**src/rtl/rxrd_pkg.sv**
```systemverilog
package rxrd_pkg;
  localparam int unsigned RXRD_W      = 8;
  localparam int unsigned RXRD_AW     = 2;
  localparam int unsigned CTL_EN_BIT  = 6;
  localparam int unsigned CTL_FL_BIT  = 4;
  localparam int unsigned STS_FLG_BIT = 0;

  localparam logic [RXRD_AW-1:0] A_PAT = 2'd0;
  localparam logic [RXRD_AW-1:0] A_CNT = 2'd1;
  localparam logic [RXRD_AW-1:0] A_CTL = 2'd2;
  localparam logic [RXRD_AW-1:0] A_STS = 2'd3;

  // Run counter step: zero on a miss, saturating increment on a hit.
  function automatic logic [RXRD_W-1:0] rxrd_next_run(input logic [RXRD_W-1:0] run,
                                                      input logic is_match);
    if (!is_match)      return '0;
    else if (&run)      return run;
    else                return run + 1'b1;
  endfunction

  // True only when the run first reaches a non-zero target.
  function automatic logic rxrd_fires(input logic [RXRD_W-1:0] run,
                                      input logic [RXRD_W-1:0] nxt,
                                      input logic [RXRD_W-1:0] target);
    return (target != '0) && (nxt == target) && (run != target);
  endfunction
endpackage

```
**src/rtl/rxrd_regs.sv**
```systemverilog
module rxrd_regs
  import rxrd_pkg::*;
#(
  parameter int unsigned W  = RXRD_W,
  parameter int unsigned AW = RXRD_AW
) (
  input  logic          clk,
  input  logic          rst_n,
  input  logic          cfg_we,
  input  logic [AW-1:0] cfg_addr,
  input  logic [W-1:0]  cfg_wdata,
  input  logic          flag_q,
  output logic [W-1:0]  pat_q,
  output logic [W-1:0]  cnt_q,
  output logic          en_q,
  output logic          flush_q,
  output logic          clr_evt,
  output logic [W-1:0]  cfg_rdata
);
  always_ff @(posedge clk or negedge rst_n) begin
    if (!rst_n) begin
      pat_q   <= '0;
      cnt_q   <= '0;
      en_q    <= 1'b0;
      flush_q <= 1'b0;
    end else if (cfg_we) begin
      case (cfg_addr)
        A_PAT: pat_q <= cfg_wdata;
        A_CNT: cnt_q <= cfg_wdata;
        A_CTL: begin
          en_q    <= cfg_wdata[CTL_EN_BIT];
          flush_q <= cfg_wdata[CTL_FL_BIT];
        end
        default: ;
      endcase
    end
  end

  assign clr_evt = cfg_we && (cfg_addr == A_STS) && cfg_wdata[STS_FLG_BIT];

  always_comb begin
    cfg_rdata = '0;
    case (cfg_addr)
      A_PAT: cfg_rdata = pat_q;
      A_CNT: cfg_rdata = cnt_q;
      A_CTL: begin
        cfg_rdata[CTL_EN_BIT] = en_q;
        cfg_rdata[CTL_FL_BIT] = flush_q;
      end
      default: cfg_rdata[STS_FLG_BIT] = flag_q;
    endcase
  end
endmodule

```
**src/rtl/rxrd_run_ctr.sv**
```systemverilog
module rxrd_run_ctr
  import rxrd_pkg::*;
#(
  parameter int unsigned W = RXRD_W
) (
  input  logic         clk,
  input  logic         rst_n,
  input  logic         byte_vld,
  input  logic [W-1:0] byte_data,
  input  logic [W-1:0] pat_q,
  input  logic [W-1:0] cnt_q,
  input  logic         en_q,
  input  logic         flush_q,
  output logic [W-1:0] run_q,
  output logic         match_evt,
  output logic         hit_evt
);
  logic         active;
  logic [W-1:0] run_nxt;

  assign active    = byte_vld && en_q && !flush_q;
  assign match_evt = (byte_data == pat_q);
  assign run_nxt   = rxrd_next_run(run_q, match_evt);
  assign hit_evt   = active && match_evt && rxrd_fires(run_q, run_nxt, cnt_q);

  always_ff @(posedge clk or negedge rst_n) begin
    if (!rst_n)                run_q <= '0;
    else if (!en_q || flush_q) run_q <= '0;
    else if (byte_vld)         run_q <= run_nxt;
  end
endmodule

```
**src/rtl/rxrd_flag.sv**
```systemverilog
module rxrd_flag (
  input  logic clk,
  input  logic rst_n,
  input  logic hit_evt,
  input  logic clr_evt,
  input  logic en_q,
  output logic flag_q,
  output logic irq
);
  always_ff @(posedge clk or negedge rst_n) begin
    if (!rst_n)       flag_q <= 1'b0;
    else if (hit_evt) flag_q <= 1'b1;
    else if (clr_evt) flag_q <= 1'b0;
  end

  assign irq = flag_q && en_q;
endmodule

```
**src/rtl/rx_run_detect.sv**
```systemverilog
module rx_run_detect
  import rxrd_pkg::*;
#(
  parameter int unsigned W  = RXRD_W,
  parameter int unsigned AW = RXRD_AW
) (
  input  logic          clk,
  input  logic          rst_n,
  input  logic          byte_vld,
  input  logic [W-1:0]  byte_data,
  input  logic          cfg_we,
  input  logic [AW-1:0] cfg_addr,
  input  logic [W-1:0]  cfg_wdata,
  output logic [W-1:0]  cfg_rdata,
  output logic          irq
);
  logic [W-1:0] pat_q, cnt_q, run_q;
  logic         en_q, flush_q, clr_evt, match_evt, hit_evt, flag_q;

  rxrd_regs #(.W(W), .AW(AW)) u_regs (
    .clk(clk), .rst_n(rst_n), .cfg_we(cfg_we), .cfg_addr(cfg_addr),
    .cfg_wdata(cfg_wdata), .flag_q(flag_q), .pat_q(pat_q), .cnt_q(cnt_q),
    .en_q(en_q), .flush_q(flush_q), .clr_evt(clr_evt), .cfg_rdata(cfg_rdata)
  );

  rxrd_run_ctr #(.W(W)) u_run (
    .clk(clk), .rst_n(rst_n), .byte_vld(byte_vld), .byte_data(byte_data),
    .pat_q(pat_q), .cnt_q(cnt_q), .en_q(en_q), .flush_q(flush_q),
    .run_q(run_q), .match_evt(match_evt), .hit_evt(hit_evt)
  );

  rxrd_flag u_flag (
    .clk(clk), .rst_n(rst_n), .hit_evt(hit_evt), .clr_evt(clr_evt),
    .en_q(en_q), .flag_q(flag_q), .irq(irq)
  );
endmodule

```
**config.mk**
```make
export PLATFORM = sky130hd
export DESIGN_NAME = rx_run_detect
export DESIGN_NICKNAME = d
export VERILOG_FILES = /design/src/rtl/rxrd_pkg.sv /design/src/rtl/rxrd_regs.sv /design/src/rtl/rxrd_run_ctr.sv /design/src/rtl/rxrd_flag.sv /design/src/rtl/rx_run_detect.sv
export SDC_FILE = /design/constraint.sdc
export NUM_CORES = 1
export LEC_CHECK = 0
export BUFFER_PORTS_ARGS = -buffer_cell sky130_fd_sc_hd__buf_2
export CORE_ASPECT_RATIO = 0.7
export CORE_UTILIZATION = 58
export CTS_BUF_LIST = sky130_fd_sc_hd__clkbuf_2
export CTS_CLUSTER_DIAMETER = 100
export DETAILED_ROUTE_END_ITERATION = 16
export GPL_TIMING_DRIVEN = 0
export PLACE_DENSITY = 0.82
export SETUP_SLACK_MARGIN = 0.15
export SYNTH_ARGS = -nofsm -noshare
export SYNTH_HDL_FRONTEND = slang
export SYNTH_HIERARCHICAL = 1
export SYNTH_SLANG_ARGS = --single-unit
```
**constraint.sdc**
```tcl
create_clock -name clk -period 2.7 [get_ports clk]
set_input_delay 0.405 -clock clk [delete_from_list [all_inputs] [get_ports clk]]
set_output_delay 0.405 -clock clk [all_outputs]
set_load 0.03 [all_outputs]
```
==> impl_metrics.csv <==
group,metric,value,unit
critical_path,cp-start-kind,"register",
detailed_routing,drt-total-wl,4.53,mm
yosys,synth_compound_area_share,13.4,%
placed_design,hpwl,3.54,mm
power,power.density,464,nW/um^2
yosys,synth_top_family_by_area,"simple AND/OR/NAND/NOR gates",
critical_path,cp.arrival,2.82,ns
power,switchingPower,352,uW
critical_path,critPathSlowestCell,"dfrtp_1",
yosys,yosysWarnings,6,
critical_path,worst-path-buf-inv,0,
floorplanning,die_area,3490,sq um
power,vdd_ir_drop_max,0.340,mV
floorplanning,chipHeight,49.8,um
grt,first_global_vias,1531,
detailed_routing,first_pass_iters,4,
yosys,syn_nets,210,
detailed_routing,first_iter_violations,215,
detailed_routing,via_count,1643,
yosys,synthSimpleGateAreaFrac,21.7,%
sta,finalCritPeriodShare,92.4,%
sta,slew_viol_final,0,
yosys,synthFlopType,"dfrtp_1",
clock_network,post_cts_buffers,0,
sta,rsz0062_at_grt,"no",
power,power_frac_clock,15.6,%
sta,tightest_slew,0.601,ns
finish,antenna_cells,0,
yosys,synthMuxAreaShare,15.6,%
floorplanning,coreArea,2940,sq um
power,p_comb_share,30.2,%
sta,finalHoldViolations,0,
clock_network,cts_tree,"yes",
grt,antenna_found_initial,0,
power,power,978,uW
yosys,syn_inst,187,
placed_design,dp_slack,0.309,ns
yosys,seq_area_frac_synth,35.8,%
flow_run,maxCapViolCount,0,
critical_path,rrSetupSlack,0.20,ns
critical_path,critical-path-top-delay-family,"simple AND/OR/NAND/NOR gates",
clock_network,clk_pin_slew_worst_paths,0.25,ns
clock_network,cts_buffers,3,
grt,grt_overflow,0,
critical_path,path_cells,"ha_1 > and3_1 > nand2_1 > mux2_2 > xnor2_1 > nand4_1 > a221oi_2 > a21o_1",
placed_design,numPortBuffers,30,
power,p_seq_share,54.1,%
run_status,status,"completed",
power,sw_frac_of_total,36.0,%
critical_path,worst_r2r_path_depth,8,
grt,track_usage,27.6,%
detailed_routing,ant_nets,0,
sta,skew,0.00424,ns
yosys,synth_edf_count,0,
critical_path,worst-setup-path-type,"reg -> reg",
finish,nets,245,
critical_path,cp_max_fo,7,
critical_path,endpoint_kind,"register",
yosys,synth_xor_area_share,9.27,%
finish,drive_gt1_share,32.1,%
sta,final.min_clock_period,2.50,ns
sta,fmax,401,MHz
floorplanning,rows,16,
sta,setup_violations,0,
floorplanning,io_pins,31,
clock_network,clk_latency,0.36,ns
yosys,synthAdderAreaFrac,0.662,%
detailed_routing,viasPerCell,6.39,
sta,relSlewSlack,60.0,%
yosys,synth_area_per_cell,10.1,sq um
yosys,synth_cell_types,49,
clock_network,cts_max_path_buffers,2,
sta,hold_slack,0.000196,ns
clock_network,cts_sinks,27,
sta,setup_ws,0.204,ns
critical_path,cp.required,3.03,ns
finish,final_cell_mix,"33 x buf_2, 27 x dfrtp_1, 20 x mux2_2, 15 x nor2_1, 11 x a21oi_1",
clock_network,clock-root-buffer,"clkbuf_2",
critical_path,critical_path.max_stage_delay,0.56,ns
yosys,ys_seq_elements,27,
detailed_routing,drt-wirelength-per-cell,17.6,um
floorplanning,die_w,70.2,um
detailed_routing,drcViolationCount,0,
power,power.internal,625,uW
grt,grt_max_degree,28,
finish,layout_commonest_cell,"buf_2",
floorplanning,initial_core_util,64.2,%
yosys,synth_area,1890,sq um
clock_network,cts.repair.resized,0,
finish,fillerInstances,234,
clock_network,postCtsHoldBufs,0,
clock_network,htreeDepth,1,
sta,setup_tns,0,ns
yosys,async_flop_share,100,%
placed_design,gp_congestion,0.914,
finish,area.growth.synth_to_final,11.6,%
power,leakage,0.000903,uW
critical_path,timing.rr.end,"u_flag/flag_q$_DFFE_PN0P_",
critical_path,worstReg2RegStart,"u_run/run_q[0]$_DFFE_PN0P_",
grt,grt_pass1_wl,7.41,mm
hold_path,hp-class,"in -> async",
-- power by group through the flow --
stage	sequential, uW	combinational [uW]	clock, uW
floorplan	512	213	0
global placement	531	278	0
detailed placement	536	292	0
CTS	528	293	160
global route	539	317	171
finish	529	295	153
-- how the worst max path moves through the flow --
stage / slack, ns / cells past startpoint / start / to
6_report: 0.20 / 8 / u_run/run_q[0]$_DFFE_PN0P_ / u_flag/flag_q$_DFFE_PN0P_
5_1_grt: 0.10 / 8 / u_run/run_q[0]$_DFFE_PN0P_ / u_flag/flag_q$_DFFE_PN0P_
4_1_cts: 0.25 / 8 / u_run/run_q[0]$_DFFE_PN0P_ / u_flag/flag_q$_DFFE_PN0P_
3_5_place_dp: 0.31 / 8 / u_run/run_q[0]$_DFFE_PN0P_ / u_flag/flag_q$_DFFE_PN0P_
3_3_place_gp: 0.34 / 8 / u_run/run_q[0]$_DFFE_PN0P_ / u_flag/flag_q$_DFFE_PN0P_
2_1_floorplan: 0.64 / 8 / u_run/run_q[0]$_DFFE_PN0P_ / u_flag/flag_q$_DFFE_PN0P_
-- layout make-up --
type                            instances  area [sq um]  share of cell area (%)
Multi-Input combinational cell        148          1150                    54.5
Sequential cell                        27           676                    32.0
Timing Repair Buffer                   30           150                    7.12
Buffer                                  8          52.6                    2.49
Tap cell                               36          45.0                    2.14
Clock buffer                            3          15.0                   0.712
Inverter                                4          15.0                   0.712
Clock inverter                          1          5.00                   0.237
-- registers in the layout, summed over array words and instances, names as in the netlist --
signal          flops
u_run/run_q         8
u_regs/flush_q      1
u_regs/en_q         1
u_flag/flag_q       1
u_regs/pat_q        8
u_regs/cnt_q        8
-- cells by family (layout without fill, tap and decap cells) --
kind of cell | after synthesis | after routing
buf+inv | 12 | 46
compound gates | 37 | 37
simple gates | 63 | 63
mux | 27 | 27
fa+ha+maj | 1 | 1
xor+xnor | 20 | 20
flops | 27 | 27
-- worst reg2reg max path, stage by stage, from the launching register on --
cell      delay (ns)
dfrtp_1         0.56
ha_1            0.35
and3_1          0.29
nand2_1         0.19
mux2_2          0.36
xnor2_1         0.16
nand4_1         0.14
a221oi_2        0.30
a21o_1          0.11
-- cells in the mapped netlist, drive strengths merged (4+ instances only) --
cell type  count  area share (%)
mux2          20              12
nand2          6             1.5
nand4          5             2.0
xnor2         10             4.6
mux2i          7             3.7
and4           5             2.3
o21ai          5             1.3
a21oi         12             3.2
dfrtp         27              36
nand2b         4             1.3
buf            6             2.4
nand3          4             1.1
xor2          10             4.6
nor2          15             3.0
a31oi          5             1.7
-- routing by layer --
layer	wire length [um]	track usage, %
met1	2010	38.5
met2	2110	44.2
met4	83	6.67
met5	0	0
met3	324	5.73
-- metrics by stage --
step	instances	utilization [%]	cell area (sq um)
after global routing	257	71.6	2110
after CTS	257	71.5	2100
final	257	71.6	2110
after detailed placement	253	70.8	2080
after floorplan	187	-	1890
after global placement	253	70.8	2080
No activity file was read; power rests on OpenSTA's default activity.
